[src/rtl/tcm_pkg.sv]
// Shared ring encoding and default widths for the thread context matcher.
// Assumes the ring code is also the write-port ring selector.
package tcm_pkg;
    typedef enum logic [1:0] {
        RING_USER = 2'd0,
        RING_OS   = 2'd1,
        RING_POOL = 2'd2,
        RING_PHYS = 2'd3
    } ring_e;

    localparam int NUM_RINGS     = 4;
    localparam int BLK_W_DEF     = 4;
    localparam int IDX_W_DEF     = 19;
    localparam int LS_W_DEF      = 12;
    localparam int PID_W_DEF     = 16;
    localparam int CHIP_W_DEF    = 4;
    localparam int TID_W_DEF     = 7;
    localparam int PID_CHIP_LSB  = 8;
    localparam int HW_CHIP_LSB   = 11;
endpackage

[src/rtl/tcm_hw_id.sv]
// Builds a hardwired physical identifier from a chip number and a thread
// number. In normal mode a marker bit sits just above the thread field and
// the chip field starts at CHIP_LSB; in grouping mode the chip field sits
// just above the thread field with the marker above it.
// Assumes CHIP_LSB >= TID_W + 1 and ID_W > CHIP_LSB + CHIP_W - 1.
module tcm_hw_id #(
    parameter int CHIP_W   = tcm_pkg::CHIP_W_DEF,
    parameter int TID_W    = tcm_pkg::TID_W_DEF,
    parameter int CHIP_LSB = tcm_pkg::HW_CHIP_LSB,
    parameter int ID_W     = 23
) (
    input  logic              grp,
    input  logic [CHIP_W-1:0] chip,
    input  logic [TID_W-1:0]  tid,
    output logic [ID_W-1:0]   id
);
    localparam int GRP_MARK = TID_W + CHIP_W;

    // Assemble the identifier fields for the selected layout.
    always_comb begin
        id = '0;
        id[TID_W-1:0] = tid;
        if (grp) begin
            id[TID_W +: CHIP_W] = chip;
            id[GRP_MARK]        = 1'b1;
        end else begin
            id[TID_W]              = 1'b1;
            id[CHIP_LSB +: CHIP_W] = chip;
        end
    end
endmodule

[src/rtl/tcm_ring_store.sv]
// Holds the four ring contexts of one thread: a valid bit per ring, the
// identifier words of the OS and pool rings and the logical-server number
// of the user ring. One ring is written per cycle through the write port.
// Assumes LS_W <= ID_W; the physical ring keeps only its valid bit.
module tcm_ring_store #(
    parameter int ID_W = 23,
    parameter int LS_W = tcm_pkg::LS_W_DEF
) (
    input  logic                         clk,
    input  logic                         rst_n,
    input  logic                         wr_en,
    input  logic [1:0]                   wr_ring,
    input  logic                         wr_vld,
    input  logic [ID_W-1:0]              wr_data,
    output logic [tcm_pkg::NUM_RINGS-1:0] ctx_vld,
    output logic [ID_W-1:0]              os_id,
    output logic [ID_W-1:0]              pool_id,
    output logic [LS_W-1:0]              user_ls
);
    import tcm_pkg::*;

    // One valid bit per ring, each with its own write decode.
    for (genvar r = 0; r < NUM_RINGS; r++) begin : g_vld
        always_ff @(posedge clk) begin
            if (!rst_n)
                ctx_vld[r] <= 1'b0;
            else if (wr_en && wr_ring == 2'(r))
                ctx_vld[r] <= wr_vld;
        end
    end

    // OS ring identifier word.
    always_ff @(posedge clk) begin
        if (!rst_n)
            os_id <= '0;
        else if (wr_en && wr_ring == RING_OS)
            os_id <= wr_data;
    end

    // Pool ring identifier word.
    always_ff @(posedge clk) begin
        if (!rst_n)
            pool_id <= '0;
        else if (wr_en && wr_ring == RING_POOL)
            pool_id <= wr_data;
    end

    // User ring logical-server number.
    always_ff @(posedge clk) begin
        if (!rst_n)
            user_ls <= '0;
        else if (wr_en && wr_ring == RING_USER)
            user_ls <= wr_data[LS_W-1:0];
    end

    // a write lands the requested valid bit in the selected ring.
    p_write_valid_r2: assert property (@(posedge clk) disable iff (!rst_n)
        wr_en |=> ctx_vld[$past(wr_ring)] == $past(wr_vld));

    // a ring not addressed by a write keeps its valid bit.
    p_other_ring_kept_r2: assert property (@(posedge clk) disable iff (!rst_n)
        (wr_en && wr_ring != RING_OS) |=> $stable(ctx_vld[RING_OS]));
endmodule

[src/rtl/tcm_ring_select.sv]
// Combinational match of one request against the ring contexts, with the
// fixed privilege order physical, pool, OS for specific-target requests and
// the user ring alone for user-level requests.
// Assumes the target identifier is {block, index}, i.e. block << IDX_W.
module tcm_ring_select #(
    parameter int BLK_W = tcm_pkg::BLK_W_DEF,
    parameter int IDX_W = tcm_pkg::IDX_W_DEF,
    parameter int LS_W  = tcm_pkg::LS_W_DEF,
    parameter int ID_W  = BLK_W + IDX_W
) (
    input  logic [tcm_pkg::NUM_RINGS-1:0] ctx_vld,
    input  logic [ID_W-1:0]               os_id,
    input  logic [ID_W-1:0]               pool_id,
    input  logic [LS_W-1:0]               user_ls,
    input  logic [ID_W-1:0]               thr_hw_id,
    input  logic [ID_W-1:0]               req_hw_id,
    input  logic                          req_fmt,
    input  logic                          req_ign,
    input  logic [BLK_W-1:0]              req_blk,
    input  logic [IDX_W-1:0]              req_idx,
    input  logic [LS_W-1:0]               req_ls,
    output logic                          hit,
    output tcm_pkg::ring_e                ring
);
    import tcm_pkg::*;

    logic [ID_W-1:0] target;
    logic            phys_hit;
    logic            pool_hit;
    logic            os_hit;
    logic            user_hit;

    // Form the virtual target identifier from block and index.
    assign target = {req_blk, req_idx};

    // Per-ring compare terms.
    always_comb begin
        phys_hit = ctx_vld[RING_PHYS] && (thr_hw_id == req_hw_id);
        pool_hit = ctx_vld[RING_POOL] && (pool_id == target);
        os_hit   = ctx_vld[RING_OS]   && (os_id == target);
        user_hit = os_hit && ctx_vld[RING_USER] && (user_ls == req_ls);
    end

    // Pick the winning ring by format and privilege order.
    always_comb begin
        hit  = 1'b0;
        ring = RING_USER;
        if (req_fmt) begin
            if (user_hit) begin
                hit  = 1'b1;
                ring = RING_USER;
            end
        end else if (!req_ign) begin
            if (phys_hit) begin
                hit  = 1'b1;
                ring = RING_PHYS;
            end else if (pool_hit) begin
                hit  = 1'b1;
                ring = RING_POOL;
            end else if (os_hit) begin
                hit  = 1'b1;
                ring = RING_OS;
            end
        end
    end
endmodule

[src/rtl/thread_ctx_matcher.sv]
// Top of the thread context ring matcher. Holds the ring contexts of one
// thread, derives the thread's hardwired physical identifier, matches each
// request and registers the result one cycle after the request strobe.
// Assumes grp_mode and proc_id are static while requests are in flight.
module thread_ctx_matcher #(
    parameter int BLK_W  = tcm_pkg::BLK_W_DEF,
    parameter int IDX_W  = tcm_pkg::IDX_W_DEF,
    parameter int LS_W   = tcm_pkg::LS_W_DEF,
    parameter int PID_W  = tcm_pkg::PID_W_DEF,
    parameter int CHIP_W = tcm_pkg::CHIP_W_DEF,
    parameter int TID_W  = tcm_pkg::TID_W_DEF,
    parameter int ID_W   = BLK_W + IDX_W
) (
    input  logic             clk,
    input  logic             rst_n,
    input  logic             grp_mode,
    input  logic [PID_W-1:0] proc_id,
    input  logic             wr_en,
    input  logic [1:0]       wr_ring,
    input  logic             wr_vld,
    input  logic [ID_W-1:0]  wr_data,
    input  logic             req_vld,
    input  logic             req_fmt,
    input  logic             req_ign,
    input  logic [BLK_W-1:0] req_blk,
    input  logic [IDX_W-1:0] req_idx,
    input  logic [LS_W-1:0]  req_ls,
    output logic             res_vld,
    output logic             res_hit,
    output logic [1:0]       res_ring,
    output logic [ID_W-1:0]  thr_hw_id
);
    import tcm_pkg::*;

    logic [NUM_RINGS-1:0] ctx_vld;
    logic [ID_W-1:0]      os_id;
    logic [ID_W-1:0]      pool_id;
    logic [LS_W-1:0]      user_ls;
    logic [ID_W-1:0]      req_hw_id;
    logic                 sel_hit;
    ring_e                sel_ring;
    logic                 unused_pid_bits;

    // Processor id bits outside the chip and thread fields take no part.
    assign unused_pid_bits = ^proc_id;

    tcm_ring_store #(
        .ID_W (ID_W),
        .LS_W (LS_W)
    ) u_store (
        .clk     (clk),
        .rst_n   (rst_n),
        .wr_en   (wr_en),
        .wr_ring (wr_ring),
        .wr_vld  (wr_vld),
        .wr_data (wr_data),
        .ctx_vld (ctx_vld),
        .os_id   (os_id),
        .pool_id (pool_id),
        .user_ls (user_ls)
    );

    // Thread side: identifier wired from the processor identification value.
    tcm_hw_id #(
        .CHIP_W (CHIP_W),
        .TID_W  (TID_W),
        .ID_W   (ID_W)
    ) u_thr_id (
        .grp  (grp_mode),
        .chip (proc_id[PID_CHIP_LSB +: CHIP_W]),
        .tid  (proc_id[TID_W-1:0]),
        .id   (thr_hw_id)
    );

    // Request side: same layout built from the request's block and index.
    tcm_hw_id #(
        .CHIP_W (CHIP_W),
        .TID_W  (TID_W),
        .ID_W   (ID_W)
    ) u_req_id (
        .grp  (grp_mode),
        .chip (req_blk[CHIP_W-1:0]),
        .tid  (req_idx[TID_W-1:0]),
        .id   (req_hw_id)
    );

    tcm_ring_select #(
        .BLK_W (BLK_W),
        .IDX_W (IDX_W),
        .LS_W  (LS_W),
        .ID_W  (ID_W)
    ) u_select (
        .ctx_vld   (ctx_vld),
        .os_id     (os_id),
        .pool_id   (pool_id),
        .user_ls   (user_ls),
        .thr_hw_id (thr_hw_id),
        .req_hw_id (req_hw_id),
        .req_fmt   (req_fmt),
        .req_ign   (req_ign),
        .req_blk   (req_blk),
        .req_idx   (req_idx),
        .req_ls    (req_ls),
        .hit       (sel_hit),
        .ring      (sel_ring)
    );

    // Result strobe follows each request by one cycle.
    always_ff @(posedge clk) begin
        if (!rst_n)
            res_vld <= 1'b0;
        else
            res_vld <= req_vld;
    end

    // Hit flag and ring code load on a request and hold otherwise.
    always_ff @(posedge clk) begin
        if (!rst_n) begin
            res_hit  <= 1'b0;
            res_ring <= RING_USER;
        end else if (req_vld) begin
            res_hit  <= sel_hit;
            res_ring <= sel_ring;
        end
    end

    // every request yields a result strobe in the next cycle.
    p_resp_latency_r10: assert property (@(posedge clk) disable iff (!rst_n)
        req_vld |=> res_vld);

    // with no request, no strobe and the result holds.
    p_resp_hold_r10: assert property (@(posedge clk) disable iff (!rst_n)
        !req_vld |=> (!res_vld && $stable(res_hit) && $stable(res_ring)));

    // a logical-server request never hits.
    p_ls_miss_r8: assert property (@(posedge clk) disable iff (!rst_n)
        (req_vld && !req_fmt && req_ign) |=> !res_hit);

    // a user-level request can only report the user ring.
    p_user_only_r9: assert property (@(posedge clk) disable iff (!rst_n)
        (req_vld && req_fmt) |=> (!res_hit || res_ring == RING_USER));

    // a physical hit needs a physical ring written valid.
    p_phys_needs_vld_r6: assert property (@(posedge clk) disable iff (!rst_n)
        (res_vld && res_hit && res_ring == RING_PHYS) |-> $past(ctx_vld[RING_PHYS]));
endmodule

[config.mk]
export PLATFORM = sky130hd
export DESIGN_NAME = thread_ctx_matcher
export DESIGN_NICKNAME = d
export VERILOG_FILES = /design/src/rtl/tcm_pkg.sv /design/src/rtl/tcm_hw_id.sv /design/src/rtl/tcm_ring_store.sv /design/src/rtl/tcm_ring_select.sv /design/src/rtl/thread_ctx_matcher.sv
export SDC_FILE = /design/constraint.sdc
export NUM_CORES = 1
export LEC_CHECK = 0
export ABC_AREA = 0
export BUFFER_PORTS_ARGS = -buffer_cell sky130_fd_sc_hd__buf_2
export CAP_MARGIN = 30
export CORE_MARGIN = 8
export CORE_UTILIZATION = 45
export CTS_CLUSTER_DIAMETER = 200
export DETAILED_ROUTE_END_ITERATION = 16
export GPL_TIMING_DRIVEN = 0
export PLACE_DENSITY = 0.72
export SLEW_MARGIN = 15
export SYNTH_ARGS = -nofsm -noshare
export SYNTH_HDL_FRONTEND = slang
export SYNTH_SLANG_ARGS = --single-unit
[constraint.sdc]
create_clock -name clk -period 2.5 [get_ports clk]
set_clock_uncertainty 0.2 [all_clocks]
set_input_delay 0.5 -clock clk [delete_from_list [all_inputs] [get_ports clk]]
set_output_delay 0.5 -clock clk [all_outputs]
set_load 0.005 [all_outputs]
# --- Yosys cells after proc, flatten, opt, wreduce, memory -nomap -nowiden ---
# Cells that the tools add are included.
classes:
  n_mul: 0
  add_sub_neg: 0
  order_cmp: 0
  bitwise: 0
  eq_ne: 7
  mux: 19
  shifts: 0
  div: 0
  n_reduce_logical: 10
ops:
  columns: ["op", "n"]
  rows:
  - ["== test 23 bit", 2]
  - ["== test 15 bit", 1]
  - ["== test 12 bit", 1]
  - ["2-to-1 mux 3 bit", 4]
  - ["2-to-1 mux 1 bit", 11]
  - ["logical AND 1 bit", 9]
  - ["2-to-1 mux 2 bit", 4]
  - ["== test 2 bit (second input constant)", 2]
  - ["== test 2 x 1 -> 1 bit (second input constant)", 1]
  - ["zero test 2 bit", 1]
totals:
  mem_bits_ro: 0
  mem_bits_rw: 0
  elab_cells: 46
  inputBits: 84
  out_inout_bits: 27
  mem_count: 0
  latchBits: 0
  regBits: 66

# --- Depth between registers and ports, before layout ---
logic_depth:
  ltp_word: 7
  depth_mapped: 6

# --- By module ---
# From an unflattened synthesis, not the netlist that was laid out.
hier_totals:
  hier_cells: 408
  area_unflattened_um2: 3714.8
modules_own_cells:
  columns: ["module", "area_per_inst_um2", "cells_each", "n_inst"]
  rows:
  - ["tcm_ring_store", 2316.0, 232, 1]
  - ["tcm_ring_select", 929.6, 117, 1]
  - ["tcm_hw_id", 166.4, 24, 2]
  - ["thread_ctx_matcher", 136.4, 11, 1]

# --- Worst setup path before layout ---
# Ideal clock, no wire load.
synth_path:
  path_type: "in2reg"
  start: "input req_idx[3]"
  end: "register res_hit"
  arrival_time_ns: 1.649
  path_buffers: 0
  cell_stages: 5
  setup_slack_ns: 0.563
  setup_time_ns: 0.088
  required_time_ns: 2.212
  cell_sequence: "xnor2_1 nand4_1 or4_1 o21ba_1 a311oi_2"
synth_via:
  elab_chain_cells: 7
synth_rtl:
  columns: ["item", "line", "rtl"]
  rows:
  - ["start: declaration", "thread_ctx_matcher.sv:26", "input logic [IDX_W-1:0] req_idx,"]
  - ["== test 23 bit", "tcm_ring_select.sv:40", "os_hit = ctx_vld[RING_OS] && (os_id == target);"]
  - ["logical AND 1 bit", "tcm_ring_select.sv:40", null]
  - ["2-to-1 mux 1 bit", "tcm_ring_select.sv:60", "end else if (os_hit) begin"]
  - ["2-to-1 mux 1 bit", "tcm_ring_select.sv:57", "end else if (pool_hit) begin"]
  - ["2-to-1 mux 1 bit", "tcm_ring_select.sv:54", "if (phys_hit) begin"]
  - ["2-to-1 mux 1 bit", "tcm_ring_select.sv:53", "end else if (!req_ign) begin"]
  - ["2-to-1 mux 1 bit *", "tcm_ring_select.sv:48", "if (req_fmt) begin"]
  - ["end signal: assignment", "thread_ctx_matcher.sv:122", "res_hit <= sel_hit;"]
  - ["end: declaration", "thread_ctx_matcher.sv:29", "output logic res_hit,"]
# Every way passes the cells marked *; elsewhere a longest branch is shown, timed or not.
# A chain may end at the register's enable or synchronous reset.

# --- Worst setup path after layout ---
layout_path:
  start: "register u_store.pool_id[16]"
  end: "register res_hit"
layout_via:
  elab_chain_cells: 6
layout_rtl:
  columns: ["item", "line", "rtl"]
  rows:
  - ["start: declaration", "tcm_ring_store.sv:17", "output logic [ID_W-1:0] pool_id,"]
  - ["start signal: assignment", "tcm_ring_store.sv:45", "pool_id <= wr_data;"]
  - ["== test 23 bit", "tcm_ring_select.sv:39", "pool_hit = ctx_vld[RING_POOL] && (pool_id == target);"]
  - ["logical AND 1 bit", "tcm_ring_select.sv:39", null]
  - ["2-to-1 mux 1 bit", "tcm_ring_select.sv:57", null]
  - ["2-to-1 mux 1 bit", "tcm_ring_select.sv:54", null]
  - ["2-to-1 mux 1 bit", "tcm_ring_select.sv:53", null]
  - ["2-to-1 mux 1 bit", "tcm_ring_select.sv:48", null]
# No other way between the ends.

==> run summary <==
net count reported at finish: 610
total power divided by cell area: 559 nW/µm²
category of the worst setup path launch point: flip-flop
worst setup path category: reg2reg
die span in x: 103 µm
Crit Reg-Reg Startpoint: u_store.pool_id[16]
total die area: 10600 µm²
top cell types by occurrence after synthesis: sky130_fd_sc_hd__nand2_1 (126), sky130_fd_sc_hd__dfxtp_1 (66), sky130_fd_sc_hd__a21boi_0 (61)
flip-flop cell with the highest count after synthesis: sky130_fd_sc_hd__dfxtp_1
Cell Area, Synth: 3410 µm²
number of instances in the synthesized netlist: 411
area of the placeable core: 7290 µm²
post-detailed-route via-to-cell ratio: 4.92
logic depth of the worst path, buffers included: 5
library cell with the largest summed area after synthesis: sky130_fd_sc_hd__dfxtp_1
total track usage: 0.188
setup TNS: 0 ns
area taken by flip-flops and latches: 1320 µm²
worst path cell trace: xnor2_1 -> nand4_1 -> or4_1 -> o21ba_1 -> a311oi_2
number of cells on the worst reg-to-reg path: 5
via total after detailed routing: 3100
static leakage power: 1.62 nW
Cell variety after synth: 32
clock tree from TritonCTS: done
largest delay contributor family on the critical path: simple AND/OR/NAND/NOR gates
final number of max-transition violations: 0
hold bufs inserted after CTS: 0
HPWL Detailed: 7700 µm
maximum buffer depth of the clock tree: 2
critical path buffer and inverter count: 0
worst setup path endpoint: res_hit
buffers inserted by post-CTS timing repair: 0
worst slew pin tran: 0.588 ns
total length of routed wires: 9700 µm
multi-input combinational cell area: 1920 µm²
count leader, synth: sky130_fd_sc_hd__nand2_1
via count of the first global-routing pass: 3099
Final Hold Vio Count: 0
number of buffers added by the clock tree synthesis step: 9
Remaining DRCs: 0
clock net sink count: 66
total of fill cells in the finished design: 716
top-level I/O count: 111
number of port buffers: 97
Final setup violation count: 0
portion of the post-synthesis area used by sequential elements: 0.387
crit path max fanout: 2
tightest slew margin relative to the limit: 0.604
main area contributors after synthesis: sky130_fd_sc_hd__dfxtp_1 (39%), sky130_fd_sc_hd__xnor2_1 (15%), sky130_fd_sc_hd__nand2_1 (14%)
number of antenna violations at the first check in global routing: 0
Max stage delay on crit path: 0.59 ns
Total Power Consumption: 2.37 mW
average cell area after synthesis: 8.30 µm²
insertion delay of the later-clocked pin in the worst-skew pair: 0.35 ns
Yosys reg bits: 66
CTS H-Tree Depth: 3
proportion of register bits with asynchronous set or reset after synthesis: 0
residual antenna-violating net count after detailed routing: 0
quantity of gates resized following cts: 0
Avg WL per Cell: 15.4 µm
Starting Density: 0.468
crit path from: u_store.pool_id[16]
maximum number of pins on one net before global-route repair: 11
Syn-to-layout area delta: 24.4%
status: complete, no violations
Worst R2R Setup Slack: 0.41 ns
post-layout minimum cycle time: 2.09 ns
Post-synth EDFFs: 0
setup repair after global routing missed its margin: no
CP Data Arrival Time: 2.14 ns
slowest cell on the critical path: sky130_fd_sc_hd__or4_1
vertical extent of the die: 103 µm
largest vdd supply drop: 0.262 mV
Reg2Reg Capture Point: res_hit
worst min path class: in2reg
category of the worst setup path capture point: flip-flop
initial DRC count: 107
max-cap check violation count: 0
clock root cell: sky130_fd_sc_hd__clkbuf_8
CTS clock-pin slew for the worst setup and hold paths: 0.07 ns
total congestion overflow after global routing: 0
number of synthesis warnings: 0
fraction of layout cells with a size suffix above 1: 0.247
endpoint required time on the critical path: 2.55 ns
global placer's final weighted congestion: 0.913
global-route wire length before repair: 15200 µm
Synth top area share: 0.387
peak clock frequency supported by timing: 479 MHz
number of core rows: 31
antenna cells: 0
final worst path period share: 0.835
first-pass iteration count of the detailed router: 4
## worst min-delay path by stage
stage	start	slack [ns]	to	cells past startpoint
2_1_floorplan	u_store.ctx_vld[0]	0.24	u_store.ctx_vld[0]	2
3_3_place_gp	u_store.ctx_vld[0]	0.26	u_store.ctx_vld[0]	2
3_5_place_dp	u_store.ctx_vld[2]	0.27	u_store.ctx_vld[2]	2
4_1_cts	rst_n	0.20	res_vld	2
5_1_grt	rst_n	0.22	res_vld	2
6_report	rst_n	0.21	res_vld	2
## logic make-up (layout without fill, tap and decap cells)
group                     Yosys count  in the layout  synth area share
buffers and inverters              36            149            0.0561
AOI/OAI and AO/OA                  69             69             0.154
muxes                               1              1           0.00293
and+or+nand+nor                   169            169             0.217
xor gates and xnor gates           69             69             0.182
other                               1              8           0.00110
DFF                                66             66             0.387
## cell usage in the layout, fill, tap and decap left out, types with 4 or more instances in the layout
cell type	synthesis	layout
sky130_fd_sc_hd__a21boi_0	61	61
sky130_fd_sc_hd__and2_1	4	4
sky130_fd_sc_hd__buf_2	0	97
sky130_fd_sc_hd__buf_4	15	15
sky130_fd_sc_hd__clkbuf_1	19	22
sky130_fd_sc_hd__clkbuf_8	0	11
sky130_fd_sc_hd__conb_1	1	8
sky130_fd_sc_hd__dfxtp_1	66	66
sky130_fd_sc_hd__nand2_1	126	126
sky130_fd_sc_hd__nand3_1	4	4
sky130_fd_sc_hd__nand4_1	15	15
sky130_fd_sc_hd__nor2b_1	4	4
sky130_fd_sc_hd__nor4_1	4	4
sky130_fd_sc_hd__xnor2_1	59	59
sky130_fd_sc_hd__xor2_1	8	8
## worst register-to-register path, delay by kind of cell, from the launching register on
kind            cells  cell delay (ns)
compound gates      2             0.50
xor+xnor            1             0.25
simple gates        2             0.72
flops               1             0.32
## layout make-up
class                   instances  area share
plain buffers                  34      0.0433
multi-input cells             316       0.453
clock buffers                  14      0.0383
clock inverters                 2     0.00825
well taps                      99      0.0292
repair buffers                 97       0.114
flip-flops and latches         66       0.311
inverters                       2     0.00177
## routing by layer
metal	wire (µm)	global-route usage	up-vias	part of all wire
li1	-	-	1554	-
met1	4100	0.225	1411	0.42
met2	4610	0.315	120	0.47
met3	779	0.0358	15	0.080
met4	220	0.0923	0	0.023
met5	0	0	-	0
## through the flow
| step | utilization | setup WS [ns] | hold slack [ns] | std cells | instance area, µm² |
|---|---|---|---|---|---|
| after CTS | 0.582 | 0.408 | 0.200 | 630 | 4240 |
| after floorplan | - | 0.563 | 0.244 | 418 | 3440 |
| after detailed placement | 0.555 | 0.139 | 0.268 | 614 | 4050 |
| after global placement | 0.555 | 0.183 | 0.256 | 614 | 4050 |
| final | 0.582 | 0.413 | 0.206 | 630 | 4240 |
| after global routing | 0.582 | 0.359 | 0.217 | 630 | 4240 |
## power by group
group	leakage, nW	switching [mW]	total (mW)	internal, mW
clock	0.101	0.393	0.909	0.515
sequential	0.536	0.0227	1.11	1.09
combinational	0.980	0.181	0.354	0.173
## flip-flops by register name, indices dropped and copies added, names as in the netlist
register         cells
u_store.ctx_vld      4
u_store.os_id       23
u_store.user_ls     12
u_store.pool_id     23
res_ring             2
res_vld              1
res_hit              1
No activity file was read; power rests on OpenSTA's default activity.
